### src/rtl/card_id_regs.sv
module card_id_regs #(
  parameter int          ADDR_W      = 6,
  parameter int          SYNC_STAGES = 2,
  parameter logic [31:0] ID_WORD     = 32'h4103_4003,
  parameter logic [31:0] DECODE_WORD = 32'h0000_0011
) (
  input  logic              clk,
  input  logic              rst_n,
  input  logic [ADDR_W-1:0] addr,
  input  logic              wr_en,
  input  logic [31:0]       wdata,
  output logic [31:0]       rdata,
  output logic              irq_out,
  input  logic              wp_in,
  input  logic              ins_in
);
  localparam int TOP = SYNC_STAGES - 1;
  localparam logic [ADDR_W-1:0] A_ID     = ADDR_W'(0);
  localparam logic [ADDR_W-1:0] A_FLASH  = ADDR_W'(1);
  localparam logic [ADDR_W-1:0] A_STAT   = ADDR_W'(2);
  localparam logic [ADDR_W-1:0] A_DECODE = ADDR_W'(3);

  logic [TOP:0] wp_sync, ins_sync;
  logic         ins_flag;
  logic         clr;

  always_ff @(posedge clk or negedge rst_n)
    if (!rst_n) begin
      wp_sync  <= '0;
      ins_sync <= '0;
    end else begin
      wp_sync  <= {wp_sync[TOP-1:0], wp_in};
      ins_sync <= {ins_sync[TOP-1:0], ins_in};
    end

  assign clr = wr_en && (addr == A_STAT) && wdata[3];

  always_ff @(posedge clk or negedge rst_n)
    if (!rst_n) ins_flag <= 1'b0;
    else        ins_flag <= ins_sync[TOP] | (ins_flag & ~clr);

  assign irq_out = ins_flag;

  always_comb
    case (addr)
      A_ID:     rdata = ID_WORD;
      A_FLASH:  rdata = '0;
      A_STAT:   rdata = {28'b0, ins_flag, 2'b00, wp_sync[TOP]};
      A_DECODE: rdata = DECODE_WORD;
      default:  rdata = '0;
    endcase
endmodule


### config.mk
export PLATFORM = sky130hd
export DESIGN_NAME = card_id_regs
export DESIGN_NICKNAME = d
export VERILOG_FILES = /design/src/rtl/card_id_regs.sv
export SDC_FILE = /design/constraint.sdc
export NUM_CORES = 1
export LEC_CHECK = 0
export BUFFER_PORTS_ARGS = -buffer_cell sky130_fd_sc_hd__clkbuf_2
export CORE_ASPECT_RATIO = 0.9
export CORE_UTILIZATION = 25
export DETAILED_ROUTE_END_ITERATION = 10
export PLACE_DENSITY = 0.74
export SYNTH_ARGS = -nofsm -noshare
export SYNTH_HDL_FRONTEND = slang
export SYNTH_SLANG_ARGS = --single-unit
### constraint.sdc
create_clock -name clk -period 2.4 [get_ports clk]
set_input_delay 0.48 -clock clk [delete_from_list [all_inputs] [get_ports clk]]
set_output_delay 0.48 -clock clk [all_outputs]
set_load 0.01 [all_outputs]
* After elaboration in Yosys (flattened, before gate mapping)
Index checks and enable logic that the tools add are counted.
** Word-level totals
- Register bits after elaboration :: 5
- Bits of input ports :: 43
- Output and inout port bits :: 33
- Logic and storage cells :: 12
** Cells by class
- Equality and inequality tests :: 2
- Multiplexer cells :: 1
- Bitwise operators :: 3
- Reduce and logical (&&, ||, !) cells :: 3
** Operators with widths (count)
- $pmux W31 S3 :: 1
- $eq A6 B2 Y1 const B :: 2
- $logic_not A6 Y1 :: 1
- $logic_and A1 B1 Y1 :: 2
- $and A1 B1 Y1 :: 1
- $not A1 Y1 :: 1
- $or A1 B1 Y1 :: 1

* Longest topological paths before layout
Gate-level depths: netlist of run 1.
- Word-level depth :: 6
- Depth in mapped cells :: 3
- Depth with buffers taken out :: 3

* Worst setup path after synthesis of run 1
OpenSTA, ideal clock, no wires.
- Path type :: input-to-output
- From :: in addr[5]
- To :: out rdata[14]
- Arrival :: 1775 ps
- Required time :: 1920 ps
- Slack :: 145 ps
- Stages :: 3
- Buffers on the path :: 1
- Cell sequence :: or4_4 -> nor3_1 -> buf_4
** On the way
- Cells in the longest elaborated chain, start to end :: 2
- Elaborated cells between the ends (all ways) :: 4
- Classes of those cells :: eq/ne (2); mux (1); reduce/logical (1)
** Ends and longest elaborated chain
- from (decl) :: line 9 : input logic [ADDR_W-1:0] addr,
- $eq A6 B2 Y1 / $logic_not A6 Y1 (equally long branches) :: line 45 : case (addr)
- $pmux W31 S3 (*) :: line 45
- to (decl) :: line 12 : output logic [31:0] rdata,
Every way passes the cells marked *; elsewhere a longest branch is shown, timed or not.

* Worst setup path after layout of run 1
- From :: in addr[5]
- To :: out rdata[30]
Same word-level chain as after synthesis.

==> impl_metrics.ini, run 1 <==
[power_and_ir_drop]
power_frac_seq_pct = 40.8
power.density_mw_per_mm2 = 474.2
leakagePower_nw = 0.2670
p_sw_share_pct = 26.00
irDropWorstVdd_mv = 0.2653
pwr-share-comb_pct = 16.6
p_sw_uw = 56.62
power.share.clock_pct = 42.6
p_int_uw = 161.1

[finish]
final_core_utilization_pct = 30.36
syn_to_final_growth_pct = 9.226
multiInputGateArea_um2 = 167.7
antennaDiodeCount = 0
ff_latch_area_um2 = 125.1
fin_nets = 109
nFillCells = 176
drive_gt1_share_pct = 41.54

[die]
io_pins = 76
initial_core_util_pct = 27.79
die_y_um = 40.91
core_mm2 = 0.001513
rows = 13
die-area_mm2 = 0.001850
die_w_um = 45.23

[yosys]
ys.flop_type = dfrtp_1
synth-seq-cells = 5
synthTopCellsByArea = buf_4 (50%), dfrtp_1 (30%), a211oi_2 (3.0%)
synth_top_area_share_pct = 50.00
synth_warnings = 0
synthMuxAreaShare_pct = 0
synth.distinct_cells = 14
synth_most_common_cell = buf_4
yosys.area_share.simple_pct = 15.18
synth_compound_area_share_pct = 4.167
yosys.area.top_type = buf_4
yosysSeqAreaShare_pct = 29.76
async_reset_ff_share_pct = 100.0
synthXorXnorAreaFrac_pct = 0
synth_cells = 45
synth_edf_count = 0
synth_commonest_cells = buf_4 (28), dfrtp_1 (5)
synth_top_family_by_area = buffers and inverters
avgSynthCellArea_um2 = 9.342
yosys.area_share.adder_pct = 0
synth_area_um2 = 420.4

[clock_network]
h-tree-depth = 1
clk_path_buf_depth = 2
root_buffer = clkbuf_4
tritoncts = yes
clk_pin_slew_ns = 0.04
cts_setup_buffers = 0
postCtsResizedCells = 0
ctsHoldBuffers = 0
numCtsBuffers = 3
clock_sinks = 5
worstSkewPairLatency_ns = 0.23

[timing]
hold_viol = 0
max_freq_mhz = 487.4
report.final.slew_viol_count = 0
skew_ns = 0.002743
report.final.setup_viol = 0
setup_tns_ns = 0
rsz0062_at_grt = false
fin_crit_ns = 2.052
finalCritPeriodShare_pct = 85.49

[detailed_routing]
drt-pass1-iter-count = 1
ant_nets = 0
drtIter0Drc = 0
routed_via_density = 3.276
vias = 285
route.detailed.drc = 0
wl_per_cell_um = 6.805
wl_um = 592

[setup_path]
critPathLaunchType = primary input
criticalPathCategory = in2out
cpMostUsedCell = clkbuf_2
slowest_stage = or4_4
worstPathCellList = clkbuf_2 > or4_4 > nor3_1 > buf_4 > clkbuf_2
cpPeakStageDelay_ns = 0.55
crit_path_end_kind = primary output
critPathMaxFanout = 6
crit_required_ns = 1.92
crit_arrival_ns = 1.57

[run_status]
status = finished clean

[grt]
grt_pass1_wl_um = 814
grt_start_max_net_pins = 7
grt_use_total_pct = 6.903
antenna_found_initial = 0
grt_pass1_vias = 228
gr-total-overflow = 0

[flow_run]
cap_violations = 0

[place]
dp_hpwl_um = 541.5
numPortBuffers = 21
gp_congestion = 0.6119

[worst_hold_path]
hold_class = in2async
==> layout make-up <==
cell class	instances	share of cell area (%)
multi-input combinational	34	36.51
sequential	5	27.25
timing repair buffer	22	24.52
tap	22	5.995
clock buffer	4	5.722
==> layer usage <==
| metal | GRT usage, % | share of wire (%) | up-vias |
|---|---|---|---|
| li1 | - | - | 136 |
| met1 | 4.233 | 30 | 123 |
| met2 | 14.13 | 59 | 26 |
| met3 | 3.524 | 11 | 0 |
| met4 | 6.818 | 0 | 0 |
| met5 | 0 | 0 | - |
==> cells in the final DEF (no fill, tap or decap) <==
master / n
and3_1: 1
nand4b_1: 1
conb_1: 23
nor4_1: 1
a211oi_2: 1
o21ai_1: 1
nand2b_1: 1
or4_4: 1
nor3_1: 1
clkbuf_4: 3
dfrtp_1: 5
clkbuf_1: 1
and4b_1: 1
nor2_1: 1
buf_4: 1
clkbuf_2: 21
nor2b_1: 1
==> registers in the layout, indices dropped and copies added (netlist names) <==
name / count
irq_out: 1
ins_sync: 2
wp_sync: 2
==> logic make-up after synthesis <==
| logic type | count (synthesis) |
|---|---|
| buffers and inverters | 28 |
| AOI/OAI and AO/OA | 2 |
| DFF | 5 |
| other | 1 |
| and+or+nand+nor | 9 |
==> final timing paths <==
kind | from | end | slack (ns) | cells after the start
worst min-delay path | rst_n | wp_sync[1]$_DFF_PN0_ | 0.05 | 1
worst max-delay path | addr[5] | rdata[30] | 0.35 | 5
min in group clk | wp_sync[0]$_DFF_PN0_ | wp_sync[1]$_DFF_PN0_ | 0.34 | 0
worst max register to register | irq_out$_DFF_PN0_ | irq_out$_DFF_PN0_ | 1.74 | 2
max in group asynchronous | rst_n | irq_out$_DFF_PN0_ | 2.22 | 1
worst min register to register | wp_sync[0]$_DFF_PN0_ | wp_sync[1]$_DFF_PN0_ | 0.34 | 0
==> per-stage QoR <==
stage | setup slack [ns] | total power, mW | cell area (um2) | instances | hold WS [ns]
floorplan | 0.1451 | 0.1398 | 503.0 | 67 | 0.1844
global placement | 0.3441 | 0.1251 | 432.9 | 83 | 0.2949
detailed placement | 0.3304 | 0.1260 | 432.9 | 83 | 0.2990
CTS | 0.3264 | 0.2232 | 459.2 | 87 | 0.04279
global route | 0.2670 | 0.2327 | 459.2 | 87 | 0.04979
finish | 0.3481 | 0.2177 | 459.2 | 87 | 0.04903
==> power by group through the flow <==
stage                     Clock [mW]  Combinational, mW  Sequential (mW)
after floorplan                    0             0.0499           0.0899
after global placement             0             0.0351           0.0899
after detailed placement           0             0.0359           0.0901
after CTS                     0.0983             0.0360           0.0889
after global routing           0.102             0.0417           0.0892
final                         0.0926             0.0362           0.0889
==> worst max-delay path, delay by kind of cell <==
| kind | cells | cell delay [ns] |
|---|---|---|
| buf+inv | 3 | 0.38 |
| simple gates | 2 | 0.71 |
No activity file was read; power rests on OpenSTA's default activity.
==> run 2: changes to the inputs <==
- CORE_ASPECT_RATIO: 0.9 -> 1.25
==> run 2 against run 1 <==
Compared with the run above: combinational power is essentially flat; clock power increased by 2%; largest power group unchanged; sequential share of layout area up 0.30 points; worst setup slack improved by 0.023 ns; cell count down 4.6%; clock-buffer cell count unchanged; wire length shrank 6.1%; non-clock buffer count stayed put; critical path depth unchanged; first-iteration DRC count stayed put.
==> impl_metrics.ini, run 2 (synthesized netlist as in run 1, its figures left out) <==
[finish]
final_core_utilization_pct = 29.09
fin_nets = 109
final_common_cell = conb_1
drive_gt1_share_pct = 41.54
final_area_um2 = 454.2
nFillCells = 174
most-common-layout-cells = conb_1 (23), clkbuf_2 (21), dfrtp_1 (5), clkbuf_4 (3)
syn_to_final_growth_pct = 8.036
antennaDiodeCount = 0

[timing]
setup_tns_ns = 0
finalCritPeriodShare_pct = 84.55
report.final.slew_viol_count = 0
fin_crit_ns = 2.029
skew_ns = 0.003037
report.final.setup_viol = 0
rsz0062_at_grt = false
hold_viol = 0
max_freq_mhz = 492.8

[grt]
gr-total-overflow = 0
grt_pass1_vias = 223
antenna_found_initial = 0
grt_pass1_wl_um = 807
grt_use_total_pct = 6.897
grt_start_max_net_pins = 7

[clock_network]
clk_pin_slew_ns = 0.04
numCtsBuffers = 3
clock_sinks = 5
worstSkewPairLatency_ns = 0.24
ctsHoldBuffers = 0
postCtsResizedCells = 0
h-tree-depth = 1
tritoncts = yes
cts_setup_buffers = 0
root_buffer = clkbuf_4
clk_path_buf_depth = 2

[power_and_ir_drop]
power.density_mw_per_mm2 = 483.5
leakagePower_nw = 0.2670
power_frac_seq_pct = 40.5
irDropWorstVdd_mv = 0.2440
p_sw_uw = 58.42
power.share.clock_pct = 43.1
p_int_uw = 161.2
p_sw_share_pct = 26.60
pwr-share-comb_pct = 16.5

[setup_path]
critPathLaunchType = primary input
criticalPathCategory = in2out
crit_required_ns = 1.92
worstPathCellList = clkbuf_2 > or4_4 > nor3_1 > buf_4 > clkbuf_2
crit_path_end_kind = primary output
cpPeakStageDelay_ns = 0.55
crit_arrival_ns = 1.55
cpMostUsedCell = clkbuf_2
slowest_stage = or4_4
critPathMaxFanout = 6

[detailed_routing]
drtIter0Drc = 0
drt-pass1-iter-count = 1
wl_per_cell_um = 6.699
vias = 297
route.detailed.drc = 0
routed_via_density = 3.578
ant_nets = 0
wl_um = 556

[place]
placed_area_um2 = 427.9
gp_congestion = 0.6207
dp_hpwl_um = 491.7
numPortBuffers = 21

[die]
core_mm2 = 0.001562
die_y_um = 47.85
die-area_mm2 = 0.001851
die_w_um = 38.68
io_pins = 76
rows = 16
initial_core_util_pct = 26.92

[run_status]
status = finished clean

[flow_run]
cap_violations = 0

[worst_hold_path]
hold_class = in2async
## run 2: worst paths after layout
check / from / endpoint / slack [ns] / depth (start not counted)
setup reg to reg: irq_out$_DFF_PN0_ / irq_out$_DFF_PN0_ / 1.74 / 2
hold reg to reg: ins_sync[0]$_DFF_PN0_ / ins_sync[1]$_DFF_PN0_ / 0.34 / 0
min in group clk: ins_sync[0]$_DFF_PN0_ / ins_sync[1]$_DFF_PN0_ / 0.34 / 0
setup / recovery: addr[5] / rdata[24] / 0.37 / 5
max in group asynchronous: rst_n / ins_sync[0]$_DFF_PN0_ / 2.22 / 1
hold / removal: rst_n / ins_sync[1]$_DFF_PN0_ / 0.05 / 1
## run 2: worst max-delay path: cells and delay by family
family | cells | cell delay [ns]
buf+inv | 3 | 0.37
simple gates | 2 | 0.70
## run 2: routing by layer
layer	routed length (um)	global-route usage, %	vias to the layer above	share of wire, %
met4	0	6.207	0	0
met1	204	5.114	126	37
met3	106	4.186	0	19
li1	-	-	137	-
met5	0	0	-	0
met2	245	12.00	34	44
## run 2: power by group through the flow
stage          Sequential [mW]  Clock [mW]  Combinational [mW]
2_1_floorplan           0.0899           0              0.0499
3_3_place_gp            0.0900           0              0.0353
3_5_place_dp            0.0902           0              0.0360
4_1_cts                 0.0889       0.101              0.0361
5_1_grt                 0.0891       0.105              0.0424
6_report                0.0889      0.0945              0.0362
## run 2: layout make-up
cell class | instances | area, um2 | share of cell area (%)
timing repair buffer | 22 | 112.6 | 24.79
multi-input combinational | 34 | 167.7 | 36.91
sequential | 5 | 125.1 | 27.55
tap | 18 | 22.52 | 4.959
clock buffer | 4 | 26.28 | 5.785
## run 2: per-stage QoR
stage / hold slack (ns) / power, mW / worst slack, ns / cells
floorplan: 0.1844 / 0.1398 / 0.1451 / 67
global placement: 0.2950 / 0.1252 / 0.3773 / 79
detailed placement: 0.3014 / 0.1261 / 0.3743 / 79
CTS: 0.04226 / 0.2255 / 0.3696 / 83
global route: 0.04895 / 0.2364 / 0.3305 / 83
finish: 0.04781 / 0.2196 / 0.3708 / 83
==> run 3: changes to the inputs <==
- clock period: 2.4 -> 1.9 ns (I/O delays scaled with it)
==> run 3 against run 2 <==
Compared with the run above: critical path depth decreased by 1; combinational power grew 35%; design area increased by 3.0%; flip-flop and latch count unchanged; clock skew decreased by 0.0027 ns; global-route usage decreased by 0.19 points; worst setup slack worse by 0.27 ns; worst hold slack improved by 0.20 ns; first-iteration DRC count is 2 higher; total power grew 28%; largest power group unchanged; highest routed layer unchanged.
==> impl_metrics.ini, run 3 (synthesized netlist as in run 1, its figures left out) <==
[die]
core_mm2 = 0.001562
die_w_um = 38.68
io_pins = 76
initial_core_util_pct = 26.92
die-area_mm2 = 0.001851
die_y_um = 47.85
rows = 16

[worst_hold_path]
hold_class = in2reg
hold_start = ins_in

[setup_path]
worstPathCellList = clkbuf_2 > or4_4 > nor3_4 > clkbuf_2
critPathLaunchType = primary input
r2r_start = irq_out$_DFF_PN0_
startpoint = addr[5]
crit_arrival_ns = 1.42
crit_required_ns = 1.52
cpMostUsedCell = clkbuf_2
criticalPathCategory = in2out
crit_path_end_kind = primary output
critPathMaxFanout = 6
slowest_stage = or4_4
cpPeakStageDelay_ns = 0.57

[clock_network]
root_buffer = clkbuf_4
h-tree-depth = 1
numCtsBuffers = 3
clk_pin_slew_ns = 0.04
tritoncts = yes
clk_path_buf_depth = 2
clock_sinks = 5
worstSkewPairLatency_ns = 0.24
cts_setup_buffers = 0

[place]
dp_hpwl_um = 508.4
numPortBuffers = 21
preCtsSetupSlack_ns = 0.02252
gp_congestion = 0.6764

[power_and_ir_drop]
leakagePower_nw = 0.2697
irDropWorstVdd_mv = 0.2589
power.density_mw_per_mm2 = 600.2

[timing]
max_freq_mhz = 555.6
finalCritPeriodShare_pct = 94.73
skew_ns = 0.0003106
finalWorstSetupSlack_ns = 0.1001
setup_tns_ns = 0
hold_viol = 0
fin_crit_ns = 1.800
report.final.slew_viol_count = 0
rsz0062_at_grt = false
report.final.setup_viol = 0

[detailed_routing]
drtIter0Drc = 2
drt-pass1-iter-count = 4
wl_per_cell_um = 7.000
wl_um = 581
routed_via_density = 3.518
route.detailed.drc = 0
vias = 292
ant_nets = 0

[grt]
antenna_found_initial = 0
gr-total-overflow = 0
grt_use_total_pct = 6.711
grt_start_max_net_pins = 7
grt_pass1_wl_um = 814
grt_pass1_vias = 209

[run_status]
status = finished clean

[finish]
fin_nets = 109
antennaDiodeCount = 0
most-common-layout-cells = conb_1 (23), clkbuf_2 (21), dfrtp_1 (5), clkbuf_4 (3)
final_common_cell = conb_1
drive_gt1_share_pct = 41.54
nFillCells = 179
syn_to_final_growth_pct = 11.31

[flow_run]
cap_violations = 0
-- run 3: changes by cell type in the layout (fill, tap and decap cells not counted), sizes merged --
cell | before | now
buf | 1 | 0
dlygate4sd3 | 0 | 1
-- run 3: metal layers --
| layer | track usage, % | up-vias | routed length (um) |
|---|---|---|---|
| li1 | - | 135 | - |
| met1 | 7.407 | 123 | 218 |
| met2 | 10.33 | 34 | 260 |
| met3 | 1.860 | 0 | 103 |
| met4 | 6.207 | 0 | 0 |
| met5 | 0 | - | 0 |
-- run 3: report_power, final --
group,total [mW],internal [mW],switching (mW)
Sequential,0.112,0.111,0.00112
Clock,0.120,0.0792,0.0404
Combinational,0.0489,0.0144,0.0345
Total,0.281,0.205,0.0759
-- run 3: final timing paths --
| path | endpoint | slack [ns] | cells past startpoint |
|---|---|---|---|
| min reg2reg | wp_sync[1]$_DFF_PN0_ | 0.35 | 0 |
| min in group asynchronous | ins_sync[0]$_DFF_PN0_ | 0.49 | 2 |
| max in group asynchronous | ins_sync[1]$_DFF_PN0_ | 1.28 | 2 |
| max reg2reg | irq_out$_DFF_PN0_ | 1.24 | 2 |
| max | rdata[17] | 0.10 | 4 |
| min | ins_sync[0]$_DFF_PN0_ | 0.25 | 1 |
-- run 3: critical path: cells and delay by family --
| kind | cells | cell delay (ns) |
|---|---|---|
| AND/OR/NAND/NOR | 2 | 0.78 |
| buffers and inverters | 2 | 0.27 |
-- run 3: layout make-up --
cell class                 count  area (um2)  area share (%)
timing repair buffer          22       115.1           24.60
tap                           18       22.52           4.813
multi-input combinational     34       178.9           38.24
sequential                     5       125.1           26.74
clock buffer                   4       26.28           5.615
-- run 3: per-stage QoR --
step / hold slack (ns) / total power [mW] / instance area [um2] / util (%) / instances
after floorplan: 0.08441 / 0.1768 / 508.0 / - / 67
after global placement: 0.1946 / 0.1587 / 425.4 / 27.24 / 78
after detailed placement: 0.2014 / 0.1598 / 425.4 / 27.24 / 78
after CTS: 0.2381 / 0.2878 / 461.7 / 29.57 / 83
after global routing: 0.2338 / 0.3034 / 467.9 / 29.97 / 83
final: 0.2503 / 0.2809 / 467.9 / 29.97 / 83
-- run 3: repair_timing --
action / in CTS / in global routing
endpoints found under the hold margin: 5 / 0
hold buffers: 1 / 0
gates resized for setup: 0 / 1
setup endpoints to repair: 0 / 6
